==> src/rtl/prot_pkg.sv <==
// Shared types for the protection sequencer.
// Assumes: fault codes fit in four bits; state encoding is free.
package prot_pkg;
    typedef enum logic [1:0] {
        ST_IDLE  = 2'd0,
        ST_RUN   = 2'd1,
        ST_FAULT = 2'd2,
        ST_BLOCK = 2'd3
    } seq_state_e;

    typedef enum logic [3:0] {
        FC_NONE  = 4'd0,
        FC_OVP   = 4'd1,
        FC_OCP   = 4'd2,
        FC_LSTRT = 4'd3,
        FC_LSTOP = 4'd4,
        FC_CSGND = 4'd5,
        FC_NTC   = 4'd6,
        FC_OTP   = 4'd7,
        FC_CCUV  = 4'd8
    } fault_code_e;
endpackage

==> src/rtl/consec_qual.sv <==
// Consecutive-cycle qualifier: trips when the flag is present on NCONSEC
// strobes in a row. Assumes the flag is only meaningful while strobe is high;
// clr holds the count at zero while the converter is not switching.
module consec_qual #(
    parameter int NCONSEC = 3
) (
    input  logic clk,
    input  logic rst_n,
    input  logic clr,
    input  logic strobe,
    input  logic flag,
    output logic trip
);
    localparam int CW = $clog2(NCONSEC + 1);
    localparam logic [CW-1:0] LAST = CW'(NCONSEC - 1);

    logic [CW-1:0] cnt;

    // Combinational trip on the strobe that completes the streak.
    assign trip = !clr && strobe && flag && (cnt == LAST);

    // Count streak length; any strobe without the flag restarts it.
    always_ff @(posedge clk) begin
        if (!rst_n || clr) begin
            cnt <= '0;
        end else if (strobe) begin
            if (!flag)
                cnt <= '0;
            else if (cnt != LAST)
                cnt <= cnt + 1'b1;
        end
    end

    p_clear_on_miss_r3: assert property (@(posedge clk) disable iff (!rst_n)
        (strobe && !flag && !clr) |=> (cnt == '0));
    p_cnt_bound_r3: assert property (@(posedge clk) disable iff (!rst_n)
        cnt <= LAST);
endmodule

==> src/rtl/softshort_guard.sv <==
// Soft-short guard: a millisecond timer that requires the undervoltage-in-CC
// condition to hold without a break, plus a latch that blocks SKIP_PWRUP
// power-ups before clearing on the next one. Assumes pwrup pulses once per
// VDD turn-on accepted by the sequencer.
module softshort_guard #(
    parameter int CCUV_MS    = 120,
    parameter int SKIP_PWRUP = 3
) (
    input  logic clk,
    input  logic rst_n,
    input  logic running,
    input  logic cond,
    input  logic tick,
    input  logic pwrup,
    output logic trip,
    output logic block
);
    localparam int TW = $clog2(CCUV_MS + 1);
    localparam int UW = $clog2(SKIP_PWRUP + 1);
    localparam logic [TW-1:0] TLAST = TW'(CCUV_MS - 1);
    localparam logic [UW-1:0] ULAST = UW'(SKIP_PWRUP);

    logic [TW-1:0] tcnt;
    logic [UW-1:0] ucnt;
    logic          latched;

    assign trip  = running && cond && tick && (tcnt == TLAST);
    assign block = latched && (ucnt != ULAST);

    // Continuous-duration timer, cleared whenever the condition lapses.
    always_ff @(posedge clk) begin
        if (!rst_n || !running || !cond)
            tcnt <= '0;
        else if (tick && tcnt != TLAST)
            tcnt <= tcnt + 1'b1;
    end

    // Latch and its power-up counter; released on the power-up after the skips.
    always_ff @(posedge clk) begin
        if (!rst_n) begin
            latched <= 1'b0;
            ucnt    <= '0;
        end else if (trip) begin
            latched <= 1'b1;
            ucnt    <= '0;
        end else if (pwrup && latched) begin
            if (ucnt == ULAST) begin
                latched <= 1'b0;
                ucnt    <= '0;
            end else begin
                ucnt <= ucnt + 1'b1;
            end
        end
    end

    p_timer_bound_r11: assert property (@(posedge clk) disable iff (!rst_n)
        tcnt <= TLAST);
    p_skip_bound_r12: assert property (@(posedge clk) disable iff (!rst_n)
        ucnt <= ULAST);
endmodule

==> src/rtl/prot_qual_seq.sv <==
// Protection fault qualification sequencer (top).
// Qualifies per-cycle fault flags, runs the stop/discharge/restart sequence
// and drives switching enable, minimum-peak limit, bias select and fault code.
// Assumes event inputs are single-clock pulses already synchronised to clk.
module prot_qual_seq
    import prot_pkg::*;
#(
    parameter int NCONSEC    = 3,
    parameter int START_CYC  = 3,
    parameter int CCUV_MS    = 120,
    parameter int SKIP_PWRUP = 3
) (
    input  logic       clk,
    input  logic       rst_n,
    input  logic       cyc_strobe,
    input  logic       ovp_flag,
    input  logic       ocp_flag,
    input  logic       line_run_flag,
    input  logic       line_stop_flag,
    input  logic       ntc_low_flag,
    input  logic       otp_flag,
    input  logic       cs_reach_flag,
    input  logic       ccuv_flag,
    input  logic       cc_mode,
    input  logic       vdd_on_evt,
    input  logic       vdd_off_evt,
    input  logic       ms_tick,
    output logic       sw_en,
    output logic       min_ipp,
    output logic [3:0] fault_code
    ,output logic      bias_hi
);
    localparam int NQ = 4;
    localparam int SW = $clog2(START_CYC + 1);
    localparam logic [SW-1:0] SLAST = SW'(START_CYC);

    seq_state_e    state;
    fault_code_e   code_q;
    fault_code_e   trip_code;
    logic [SW-1:0] cyc_cnt;
    logic          run_met;
    logic          running;
    logic          pwrup;
    logic          cs_fail;
    logic          start_fail;
    logic          ss_trip;
    logic          ss_block;
    logic [NQ-1:0] qflag;
    logic [NQ-1:0] qtrip;

    assign running = (state == ST_RUN);
    assign pwrup   = (state == ST_IDLE) && vdd_on_evt;

    // Flags qualified by consecutive strobes: ovp, ocp, line stop, thermistor.
    assign qflag = {ntc_low_flag, line_stop_flag && run_met, ocp_flag, ovp_flag};

    generate
        for (genvar i = 0; i < NQ; i++) begin : g_qual
            consec_qual #(.NCONSEC(NCONSEC)) u_q (
                .clk(clk), .rst_n(rst_n), .clr(!running),
                .strobe(cyc_strobe), .flag(qflag[i]), .trip(qtrip[i])
            );
        end
    endgenerate

    softshort_guard #(.CCUV_MS(CCUV_MS), .SKIP_PWRUP(SKIP_PWRUP)) u_ss (
        .clk(clk), .rst_n(rst_n), .running(running),
        .cond(cc_mode && ccuv_flag), .tick(ms_tick), .pwrup(pwrup),
        .trip(ss_trip), .block(ss_block)
    );

    // Start-window checks: current-sense reach on cycle one, line run by cycle three.
    assign cs_fail    = running && cyc_strobe && (cyc_cnt == '0) && !cs_reach_flag;
    assign start_fail = running && cyc_strobe && (cyc_cnt == SW'(START_CYC - 1))
                        && !run_met && !line_run_flag;

    // Pick the winning fault for this clock by fixed priority.
    always_comb begin
        if (running && otp_flag)  trip_code = FC_OTP;
        else if (cs_fail)         trip_code = FC_CSGND;
        else if (start_fail)      trip_code = FC_LSTRT;
        else if (qtrip[0])        trip_code = FC_OVP;
        else if (qtrip[1])        trip_code = FC_OCP;
        else if (qtrip[2])        trip_code = FC_LSTOP;
        else if (qtrip[3])        trip_code = FC_NTC;
        else if (ss_trip)         trip_code = FC_CCUV;
        else                      trip_code = FC_NONE;
    end

    // Sequencer: idle -> run -> fault/blocked -> idle on VDD turn-off.
    always_ff @(posedge clk) begin
        if (!rst_n) begin
            state   <= ST_IDLE;
            code_q  <= FC_NONE;
            cyc_cnt <= '0;
            run_met <= 1'b0;
        end else begin
            case (state)
                ST_IDLE: if (vdd_on_evt) begin
                    state   <= ss_block ? ST_BLOCK : ST_RUN;
                    code_q  <= ss_block ? FC_CCUV : FC_NONE;
                    cyc_cnt <= '0;
                    run_met <= 1'b0;
                end
                ST_RUN: begin
                    if (trip_code != FC_NONE) begin
                        state  <= ST_FAULT;
                        code_q <= trip_code;
                    end else if (vdd_off_evt) begin
                        state <= ST_IDLE;
                    end else if (cyc_strobe) begin
                        if (cyc_cnt != SLAST) cyc_cnt <= cyc_cnt + 1'b1;
                        if (line_run_flag)    run_met <= 1'b1;
                    end
                end
                default: if (vdd_off_evt) state <= ST_IDLE;
            endcase
        end
    end

    assign sw_en      = running;
    assign bias_hi    = (state != ST_IDLE);
    assign min_ipp    = running && (cyc_cnt != SLAST);
    assign fault_code = code_q;

    p_stop_has_code_r10: assert property (@(posedge clk) disable iff (!rst_n)
        ($fell(sw_en) && !$past(vdd_off_evt)) |-> (fault_code != 4'd0));
    p_code_hold_r10: assert property (@(posedge clk) disable iff (!rst_n)
        (fault_code != 4'd0 && !vdd_on_evt) |=> $stable(fault_code));
    p_minipp_in_run_r2: assert property (@(posedge clk) disable iff (!rst_n)
        min_ipp |-> sw_en);
    p_run_bias_r2: assert property (@(posedge clk) disable iff (!rst_n)
        sw_en |-> bias_hi);
endmodule

==> config.mk <==
export PLATFORM = sky130hd
export DESIGN_NAME = prot_qual_seq
export DESIGN_NICKNAME = d
export VERILOG_FILES = /design/src/rtl/prot_pkg.sv /design/src/rtl/consec_qual.sv /design/src/rtl/softshort_guard.sv /design/src/rtl/prot_qual_seq.sv
export SDC_FILE = /design/constraint.sdc
export NUM_CORES = 1
export LEC_CHECK = 0
export BUFFER_PORTS_ARGS = -buffer_cell sky130_fd_sc_hd__buf_2
export CORE_MARGIN = 3
export CORE_UTILIZATION = 55
export CTS_BUF_LIST = sky130_fd_sc_hd__clkbuf_16
export CTS_CLUSTER_SIZE = 12
export DETAILED_ROUTE_END_ITERATION = 10
export PLACE_DENSITY_LB_ADDON = 0.08
export SYNTH_ARGS = -nofsm -noshare
export SYNTH_HDL_FRONTEND = slang
export SYNTH_SLANG_ARGS = --single-unit
==> constraint.sdc <==
create_clock -name clk -period 2.7 [get_ports clk]
set_input_delay 0.135 -clock clk [delete_from_list [all_inputs] [get_ports clk]]
set_output_delay 0.135 -clock clk [all_outputs]
set_load 0.01 [all_outputs]
==> run_results.csv, run 1 <==
group,metric,value,unit
synth,ys_types,43,
clock_tree,clkTransAtPathRegs,0.06,ns
route,routedWlPerCell,13.1,um
clock_tree,tritoncts,"yes",
clock_tree,postCtsSetupBuffers,0,
synth,ys.flop_type,"dfxtp_1",
route,wl,3040,um
route,final_antenna_net_count,0,
worst_setup_path,reg2regPathDepth,7,
synth,synth_edf_count,0,
clock_tree,cts_buffer_depth,2,
sta,finalHoldViolCount,0,
worst_setup_path,worst-setup-path-type,"reg -> reg",
sta,drv_slew,0,
clock_tree,cts_inserted_buffers,3,
global_routing,grt_overflow,0,
worst_setup_path,crit_required,2.84,ns
worst_setup_path,cp-startpoint,"cyc_cnt[0]$_SDFFE_PN0P_",
clock_tree,cts_htree_levels,1,
floorplan,die_h,57.9,um
global_routing,grt_pass1_wl,5270,um
worst_setup_path,cp-endpoint,"fault_code[3]$_SDFFE_PN0P_",
sta,fmax,482,MHz
sta,final-setup-viol-count,0,
cells_and_area,fin_util,67.3,%
power,p_leak,0.687,nW
sta,worst_pin_slew,0.591,ns
sta,rsz0062_at_grt,"false",
power,power.density,494,nW/um^2
place,gp_congestion,0.847,
clock_tree,post_cts_resized,0,
synth,synth-seq-area-share,36.5,%
sta,finClkSkew,0.00148,ns
worst_setup_path,start_kind,"flip-flop",
synth,ys_ff_latch,27,
cells_and_area,most-common-layout-cells,"nand2_1 (27), dfxtp_1 (27), nor2_1 (21), buf_2 (21), a21oi_1 (17)",
cells_and_area,area_growth,14.7,%
status,status,"completed",
worst_setup_path,worst-path-max-fanout,6,
global_routing,grt_use_total,19.9,%
global_routing,antenna_found_initial,0,
global_routing,first_global_vias,1223,
worst_setup_path,rrSetupSlack,0.63,ns
floorplan,initial_utilization,58.7,%
job,max_cap_viol_count,0,
global_routing,grt_max_degree,18,
clock_tree,cts_hold_buf,0,
cells_and_area,drive_above_1_share,16.3,%
worst_setup_path,cp-end-kind,"flip-flop",
cells_and_area,n_antenna_cell,0,
sta,setup_tns,0,ns
cells_and_area,finalNetCount,227,
route,drt-pass1-iter-count,4,
sta,layout_min_cycle_time,2.07,ns
floorplan,fp.dieW,57.9,um
floorplan,num_rows,18,
route,drcViolationCount,0,
worst_setup_path,cp_data_arrival_time,2.22,ns
sta,finalCritPeriodShare,76.8,%
synth,yosysWarnings,0,
place,hpwl,2340,um
worst_setup_path,r2r_start,"cyc_cnt[0]$_SDFFE_PN0P_",
place,io_buffers,21,
floorplan,core_area,2520,um^2
floorplan,die-area,3350,um^2
route,detail_route.vias_per_cell,5.73,
power,ir_worst_vdd,0.458,mV
clock_tree,cts-root-buf,"clkbuf_16",
hold_path,hold_class,"in -> reg",
synth,syn_avg_cell_area,8.27,um^2
route,drtIter0Drc,46,
synth,ys_async_sr_fraction,0,%
floorplan,ios,22,
synth,mappedNetlistArea,1480,um^2
synth,synth_nets,203,
route,vias,1330,
sta,slew_headroom,60.5,%
clock_tree,worstSkewPairLatency,0.26,ns
synth,synth_cells,179,
clock_tree,clock-sinks,27,
worst_setup_path,r2r-end,"fault_code[3]$_SDFFE_PN0P_",
final cells by class:
class                   count  area [um^2]
multi-input cells         140          890
fillers                   236          825
flip-flops and latches     27          541
repair buffers             22          113
clock buffers               3         75.1
inverters                   9         38.8
well taps                  30         37.5
clock inverters             1         3.75
worst min-delay path by stage:
stage | from | endpoint | slack, ns | cells after the start
2_1_floorplan | vdd_on_evt | state[1]$_SDFFE_PN0P_ | 0.33 | 2
3_3_place_gp | u_ss.ucnt[1]$_SDFFE_PP0P_ | u_ss.ucnt[1]$_SDFFE_PP0P_ | 0.45 | 2
3_5_place_dp | fault_code[3]$_SDFFE_PN0P_ | fault_code[3]$_SDFFE_PN0P_ | 0.45 | 2
4_1_cts | vdd_on_evt | run_met$_SDFFE_PN0P_ | 0.20 | 3
5_1_grt | vdd_on_evt | run_met$_SDFFE_PN0P_ | 0.23 | 3
6_report | vdd_on_evt | run_met$_SDFFE_PN0P_ | 0.21 | 3
stage by stage:
step                instances  instance area [um^2]  setup WS [ns]  hold WS [ns]  total power [mW]
floorplan                 179                  1480          0.843         0.326             0.483
global placement          228                  1620          0.751         0.447             0.515
detailed placement        228                  1620          0.649         0.449             0.517
global route              232                  1700          0.442         0.231             0.873
CTS                       232                  1700          0.627         0.204             0.845
finish                    232                  1700          0.627         0.209             0.838
logic make-up (layout without fill, tap and decap cells):
kind of cell	Yosys count	in the layout	share of synthesized area, %
AND/OR/NAND/NOR	88	88	31.4
adder cells (fa/ha/maj)	9	9	7.61
XOR/XNOR	5	5	2.96
AO/OA/AOI/OAI	34	34	15.4
flip-flops	27	27	36.5
buffers and inverters	12	35	3.38
multiplexers	4	4	2.71
flip-flops by register name, summed over array words and instances, names as in the netlist:
register / flops
g_qual.u_q.cnt: 8
u_ss.latched: 1
cyc_cnt: 2
u_ss.tcnt: 7
u_ss.ucnt: 2
state: 2
fault_code: 4
run_met: 1
where the power goes:
part	switching [mW]	internal [mW]	total [mW]	leakage, nW
Clock	0.131	0.198	0.329	0.0423
Sequential	0.00795	0.405	0.413	0.218
Combinational	0.0565	0.0397	0.0962	0.426
synthesized netlist by cell type (2+ instances only):
master / instances / area, um^2
nor2b_1: 2 / 12.5
o21a_1: 2 / 15.0
nor3_1: 5 / 25.0
nand2_1: 27 / 101
xor2_1: 4 / 35.0
nor2_1: 21 / 78.8
nor3b_1: 5 / 37.5
o21ai_0: 3 / 15.0
inv_1: 8 / 30.0
clkbuf_1: 2 / 7.51
nand2b_1: 2 / 12.5
dfxtp_1: 27 / 541
mux2i_1: 4 / 40.0
a21oi_1: 17 / 85.1
ha_1: 9 / 113
nand3_1: 5 / 25.0
nor4_1: 2 / 12.5
nand4_1: 6 / 37.5
o22ai_1: 2 / 12.5
or4_4: 2 / 22.5
a41o_1: 2 / 20.0
critical path, cell delays in order, from the launching register on:
cell and delay [ns]:
dfxtp_1 0.35, inv_1 0.08, ha_1 0.20, nor3b_1 0.15, a21oi_1 0.23, o22ai_1 0.25, or4_4 0.55, mux2i_1 0.13
routing by layer:
| layer | global-route usage (%) | share of wire, % |
|---|---|---|
| met3 | 2.67 | 2.9 |
| met2 | 34.7 | 50 |
| met4 | 7.95 | 1.5 |
| met1 | 24.7 | 46 |
| met5 | 0 | 0 |
Power figures use the tool's default switching activity.
==> run 2: changes to the inputs <==
--- a/config.mk
+++ b/config.mk
@@ -7,7 +7,7 @@
 export LEC_CHECK = 0
 export BUFFER_PORTS_ARGS = -buffer_cell sky130_fd_sc_hd__buf_2
 export CORE_MARGIN = 3
-export CORE_UTILIZATION = 55
+export CORE_UTILIZATION = 50
 export CTS_BUF_LIST = sky130_fd_sc_hd__clkbuf_16
 export CTS_CLUSTER_SIZE = 12
 export DETAILED_ROUTE_END_ITERATION = 10
==> constraint.sdc (replaced) <==
create_clock -name clk -period 1.85 [get_ports clk]
set_input_delay 0.0925 -clock clk [delete_from_list [all_inputs] [get_ports clk]]
set_output_delay 0.0925 -clock clk [all_outputs]
set_load 0.01 [all_outputs]
==> run 2 against run 1 <==
Effect of this change:
- sequential power increased by 45%
- die area increased by 9.0%
- worst setup slack got worse by 0.61 ns
- wire length increased by 20%
- non-clock buffer count increased by 25
- core utilization increased by 4.6 points
- critical path type unchanged
- largest power group unchanged
- highest routed layer unchanged
==> run_results.csv, run 2 (synthesized netlist as in run 1, its figures left out) <==
group,metric,value,unit
clock_tree,clock-sinks,27,
sta,fmax,546,MHz
sta,setup_tns,0,ns
worst_setup_path,r2r-end,"fault_code[3]$_SDFFE_PN0P_",
cells_and_area,finalNonFillerCells,258,
worst_setup_path,rrSetupSlack,0.02,ns
sta,final-setup-viol-count,0,
clock_tree,cts_htree_levels,1,
global_routing,grt_use_total,21.0,%
worst_setup_path,worst-path-max-fanout,4,
worst_setup_path,cp_data_arrival_time,1.97,ns
sta,layout_setup_ws,0.0171,ns
hold_path,min_from,"vdd_off_evt",
power,p_leak,0.840,nW
power,ir_worst_vdd,0.422,mV
power,p_total,1.27,mW
place,hpwl,2610,um
place,gp_congestion,0.809,
worst_setup_path,r2r_start,"cyc_cnt[1]$_SDFFE_PN0P_",
power,power.density,636,nW/um^2
hold_path,holdPathEnd,"state[1]$_SDFFE_PN0P_",
global_routing,grt_max_degree,18,
clock_tree,cts_buffer_depth,2,
floorplan,fp.dieW,60.4,um
route,highest_layer,"met4",
hold_path,hold_depth,4,
cells_and_area,largest_reg_flops,8,
route,drcViolationCount,0,
worst_setup_path,start_kind,"flip-flop",
clock_tree,cts_inserted_buffers,3,
cells_and_area,most-common-layout-cells,"buf_4 (26), nand2_1 (25), nor2_1 (21), dfxtp_1 (21), buf_2 (21)",
global_routing,grt_pass1_wl,5820,um
place,dpl_cell_area,1770,um^2
route,routedWlPerCell,14.2,um
route,wl_met2,1850,um
worst_setup_path,crit_path_top_delay_cell,"or4_4",
place,dp.cells,248,
cells_and_area,largest-register,"g_qual.u_q.cnt",
cells_and_area,fin_util,71.9,%
floorplan,core_area,2780,um^2
sta,rsz0062_at_grt,"true",
clock_tree,clkTransAtPathRegs,0.07,ns
worst_setup_path,path_cells,"inv_1 > ha_1 > nor2b_4 > a21oi_2 > o22ai_4 > or4_4 > mux2i_1",
worst_setup_path,worst-setup-path-type,"reg -> reg",
route,wl,3650,um
sta,finalHoldViolCount,0,
route,m1WireLength,1500,um
sta,finalCritPeriodShare,99.1,%
route,final_antenna_net_count,0,
worst_setup_path,crit_buf_inv,1,
route,drtIter0Drc,78,
clock_tree,worstSkewPairLatency,0.26,ns
place,dp_slack,-0.0574,ns
sta,layout_min_cycle_time,1.83,ns
route,detail_route.vias_per_cell,5.76,
sta,whs,0.165,ns
job,max_cap_viol_count,0,
sta,slew_headroom,77.8,%
floorplan,ios,22,
global_routing,first_global_vias,1394,
clock_tree,cts-root-buf,"clkbuf_16",
route,vias,1487,
route,wl_met3,217,um
status,status,"completed",
hold_path,hold_class,"in -> reg",
cells_and_area,fin_area,2000,um^2
worst_setup_path,crit_required,1.99,ns
worst_setup_path,cp-end-kind,"flip-flop",
sta,finClkSkew,0.00300,ns
floorplan,die-area,3650,um^2
floorplan,die_h,60.4,um
clock_tree,tritoncts,"yes",
cells_and_area,layout_commonest_cell,"buf_4",
clock_tree,cts_hold_buf,0,
global_routing,antenna_found_initial,0,
cells_and_area,drive_above_1_share,35.2,%
cells_and_area,n_antenna_cell,0,
worst_setup_path,reg2regPathDepth,7,
worst_setup_path,critPathTopFamily,"simple AND/OR/NAND/NOR gates",
place,io_buffers,21,
cells_and_area,finalNetCount,252,
floorplan,num_rows,19,
sta,drv_slew,0,
cells_and_area,area_growth,35.1,%
worst_setup_path,cp-startpoint,"cyc_cnt[1]$_SDFFE_PN0P_",
worst_setup_path,critical-path-max-stage-delay,0.51,ns
route,drt-pass1-iter-count,4,
sta,worst_pin_slew,0.333,ns
global_routing,grt_overflow,0,
floorplan,initial_utilization,53.2,%
==> run 2: worst min-delay path, stage by stage <==
cell and delay (ns):
buf_2 0.10, nand2_1 0.05, o21ai_0 0.06, a21oi_1 0.07
==> run 2: how the worst max path moves through the flow <==
stage	endpoint	slack, ns	cells after the start
5_1_grt	fault_code[3]$_SDFFE_PN0P_	-0.05	7
4_1_cts	fault_code[3]$_SDFFE_PN0P_	0.003	7
3_3_place_gp	fault_code[3]$_SDFFE_PN0P_	-0.02	8
2_1_floorplan	fault_code[3]$_SDFFE_PN0P_	0.01	7
6_report	fault_code[3]$_SDFFE_PN0P_	0.02	7
3_5_place_dp	fault_code[3]$_SDFFE_PN0P_	-0.06	8
==> run 2: layout make-up <==
type                    instances  area (um^2)
inverters                       9         38.8
flip-flops and latches         27          551
well taps                      31         38.8
clock inverters                 1         3.75
repair buffers                 47          300
multi-input cells             140          992
clock buffers                   3         75.1
fillers                       223          782
==> run 2: what timing repair did <==
| item | CTS | global route |
|---|---|---|
| pin swaps | 5 | 8 |
| endpoints found under the setup margin | 5 | 9 |
| resized for setup | 8 | 21 |
| buffers inserted | 2 | 4 |
==> run 2: power by group <==
part,internal [mW],switching (mW)
Sequential,0.590,0.00711
Clock,0.289,0.194
Combinational,0.0866,0.103
Total,0.966,0.304
==> run 2: per-layer routing <==
metal	vias up	GRT usage [%]
li1	733	-
met1	694	23.8
met2	50	38.1
met3	10	3.19
met4	0	10.5
met5	-	0
==> run 3: changes to the inputs <==
--- a/config.mk
+++ b/config.mk
@@ -6,12 +6,14 @@
 export NUM_CORES = 1
 export LEC_CHECK = 0
 export BUFFER_PORTS_ARGS = -buffer_cell sky130_fd_sc_hd__buf_2
-export CORE_MARGIN = 3
-export CORE_UTILIZATION = 50
+export CORE_MARGIN = 2
+export CORE_UTILIZATION = 51
 export CTS_BUF_LIST = sky130_fd_sc_hd__clkbuf_16
 export CTS_CLUSTER_SIZE = 12
 export DETAILED_ROUTE_END_ITERATION = 10
 export PLACE_DENSITY_LB_ADDON = 0.08
+export REMOVE_ABC_BUFFERS = 1
 export SYNTH_ARGS = -nofsm -noshare
 export SYNTH_HDL_FRONTEND = slang
+export SYNTH_HIERARCHICAL = 1
 export SYNTH_SLANG_ARGS = --single-unit
==> run 3 against run 2 <==
Effect of this change:
- the flow now finishes with violations (setup timing)
- sequential share of layout area is 1.6 points lower
- die area is 4.1% higher
- cell area is 5.6% higher
- clock-buffer cell count stayed put
- sequential cell count stayed put
- via count is 3.2% higher
- non-clock buffer count is 7 lower
- global-route usage is 0.32 points higher
==> run_results.csv, run 3 <==
group,metric,value,unit
status,status,"finished with violations",
status,violations,"setup timing",
worst_setup_path,worst-setup-path-type,"reg -> reg",
place,dp_slack,-0.0513,ns
route,drt-pass1-iter-count,4,
global_routing,antenna_found_initial,0,
sta,layout_setup_ws,-0.00827,ns
cells_and_area,area_growth,24.6,%
worst_setup_path,crit_required,2.05,ns
floorplan,die_h,61.6,um
hold_path,hold_depth,4,
global_routing,first_global_vias,1365,
floorplan,core_area,3100,um^2
worst_setup_path,crit_buf_inv,0,
power,p_leak,0.877,nW
synth,yosysWarnings,6,
sta,whs,0.140,ns
worst_setup_path,critPathTopFamily,"simple AND/OR/NAND/NOR gates",
sta,final-setup-viol-count,1,
cells_and_area,n_antenna_cell,0,
floorplan,die-area,3800,um^2
synth,syn_avg_cell_area,9.16,um^2
clock_tree,cts_htree_levels,1,
sta,layout_min_cycle_time,1.86,ns
global_routing,grt_pass1_wl,5920,um
synth,ys.flop_type,"dfxtp_1",
place,hpwl,2710,um
cells_and_area,finalNetCount,251,
route,detail_route.vias_per_cell,5.69,
route,final_antenna_net_count,0,
sta,finClkSkew,0.00268,ns
route,wl_met3,137,um
place,io_buffers,21,
clock_tree,clock-sinks,27,
power,ir_worst_vdd,0.452,mV
floorplan,fp.dieW,61.6,um
clock_tree,worstSkewPairLatency,0.26,ns
worst_setup_path,crit_path_top_delay_cell,"and4b_2",
global_routing,grt_overflow,0,
cells_and_area,largest_reg_flops,8,
clock_tree,tritoncts,"yes",
worst_setup_path,worst-path-max-fanout,7,
floorplan,ios,22,
route,highest_layer,"met4",
cells_and_area,most-common-layout-cells,"dfxtp_1 (22), buf_2 (21), buf_4 (18), nand2_1 (16), nand3b_1 (14)",
synth,synth_edf_count,0,
cells_and_area,drive_above_1_share,31.0,%
sta,fmax,538,MHz
synth,synth_top_area_share,31.9,%
synth,ys_async_sr_fraction,0,%
place,gp_congestion,0.836,
clock_tree,cts_buffer_depth,2,
worst_setup_path,critical_path_depth,7,
route,m1WireLength,1700,um
synth,synthTopCellsByArea,"dfxtp_1 (32%), ha_1 (6.6%), nand3b_1 (6.2%)",
synth,synth_common_cells,"dfxtp_1 (27), nand2_1 (16), nand3b_1 (14)",
worst_setup_path,cp-end-kind,"flip-flop",
worst_setup_path,start_kind,"flip-flop",
route,wl,3720,um
worst_setup_path,critical-path-max-stage-delay,0.39,ns
global_routing,grt_use_total,21.3,%
route,wl_met2,1780,um
route,routedWlPerCell,13.8,um
worst_setup_path,path_cells,"nand2b_4 > and4b_2 > nor2b_4 > o22ai_2 > o2111ai_4 > a21oi_4 > mux2i_1",
clock_tree,cts_inserted_buffers,3,
clock_tree,clkTransAtPathRegs,0.07,ns
sta,finalCritPeriodShare,100,%
synth,ys_types,47,
cells_and_area,largest-register,"g_qual.u_q/cnt",
sta,finalHoldViolCount,0,
worst_setup_path,cp_data_arrival_time,2.05,ns
route,drtIter0Drc,46,
route,drcViolationCount,0,
sta,drv_slew,0,
sta,slew_headroom,64.0,%
synth,ys_ff_latch,27,
sta,worst_pin_slew,0.540,ns
floorplan,initial_utilization,54.6,%
sta,rsz0062_at_grt,"true",
power,power.density,602,nW/um^2
hold_path,hold_class,"in -> reg",
route,vias,1535,
synth,yosysTopAreaCell,"dfxtp_1",
synth,synth_cells,185,
global_routing,grt_max_degree,37,
synth,mappedNetlistArea,1690,um^2
clock_tree,cts-root-buf,"clkbuf_16",
job,max_cap_viol_count,0,
synth,synth-seq-area-share,31.9,%
cells_and_area,layout_commonest_cell,"dfxtp_1",
synth,synth_most_common_cell,"dfxtp_1",
worst_setup_path,reg2regPathDepth,7,
floorplan,num_rows,20,
## run 3: cell count changes after synthesis, moves of 4 or more
| cell | previous run | this run |
|---|---|---|
| nor2_1 | 21 | 7 |
| a21oi_1 | 17 | 4 |
| nand3b_1 | 1 | 14 |
| nand2_1 | 27 | 16 |
| or3b_1 | 0 | 8 |
| o22ai_1 | 2 | 8 |
| a21boi_0 | 0 | 5 |
| and2_1 | 0 | 4 |
| and4b_1 | 0 | 4 |
## run 3: cells by family after synthesis
| group | share of synthesized area (%) |
|---|---|
| compound gates | 19.7 |
| xor+xnor | 0.517 |
| fa+ha+maj | 6.65 |
| buf+inv | 3.99 |
| flops | 31.9 |
| mux | 4.14 |
| simple gates | 33.1 |
## run 3: layer usage
metal,up-vias,track usage [%]
li1,777,-
met1,724,26.6
met2,25,34.9
met3,9,3.36
met4,0,11.9
met5,-,0
## run 3: timing repair
item	CTS	global route
gates cloned	0	0
hold buffers	0	0
setup endpoints to repair	6	8
pin swaps	10	5
gates resized for setup	9	10
buffers inserted	4	0
## run 3: power breakdown
part | leakage (nW) | total, mW | internal [mW] | switching (mW)
sequential | 0.220 | 0.596 | 0.589 | 0.00636
combinational | 0.614 | 0.182 | 0.0820 | 0.0997
clock | 0.0423 | 0.494 | 0.290 | 0.204
## run 3: final cells by class
type	count	area, um^2
Fill cell	276	992
Timing Repair Buffer	40	251
Clock buffer	3	75.1
Tap cell	44	55.1
Inverter	9	38.8
Sequential cell	27	547
Multi-Input combinational cell	146	1140
Clock inverter	1	3.75
## run 3: worst paths after layout
check	start	end	slack (ns)
setup / recovery	state[1]$_SDFFE_PN0P_	fault_code[3]$_SDFFE_PN0P_	-0.008
hold / removal	vdd_off_evt	state[1]$_SDFFE_PN0P_	0.14
setup reg to reg	state[1]$_SDFFE_PN0P_	fault_code[3]$_SDFFE_PN0P_	-0.008
hold reg to reg	fault_code[3]$_SDFFE_PN0P_	fault_code[3]$_SDFFE_PN0P_	0.48
## run 3: per-stage QoR
step           utilization, %  setup TNS, ns  instances  area (um^2)  total power, mW
3_3_place_gp             62.7              0        263         1950            0.773
6_report                 68.0       -0.00827        270         2110             1.27
5_1_grt                  68.0         -0.462        270         2110             1.33
3_5_place_dp             62.7         -0.191        263         1950            0.779
4_1_cts                  67.0              0        270         2080             1.28
2_1_floorplan               -         -0.700        182         1670            0.701
## run 3: worst register-to-register path: stages, from the launching register on
cell and delay, ns:
dfxtp_2 0.32, nand2b_4 0.19, and4b_2 0.39, nor2b_4 0.06, o22ai_2 0.16, o2111ai_4 0.21
a21oi_4 0.26, mux2i_1 0.20
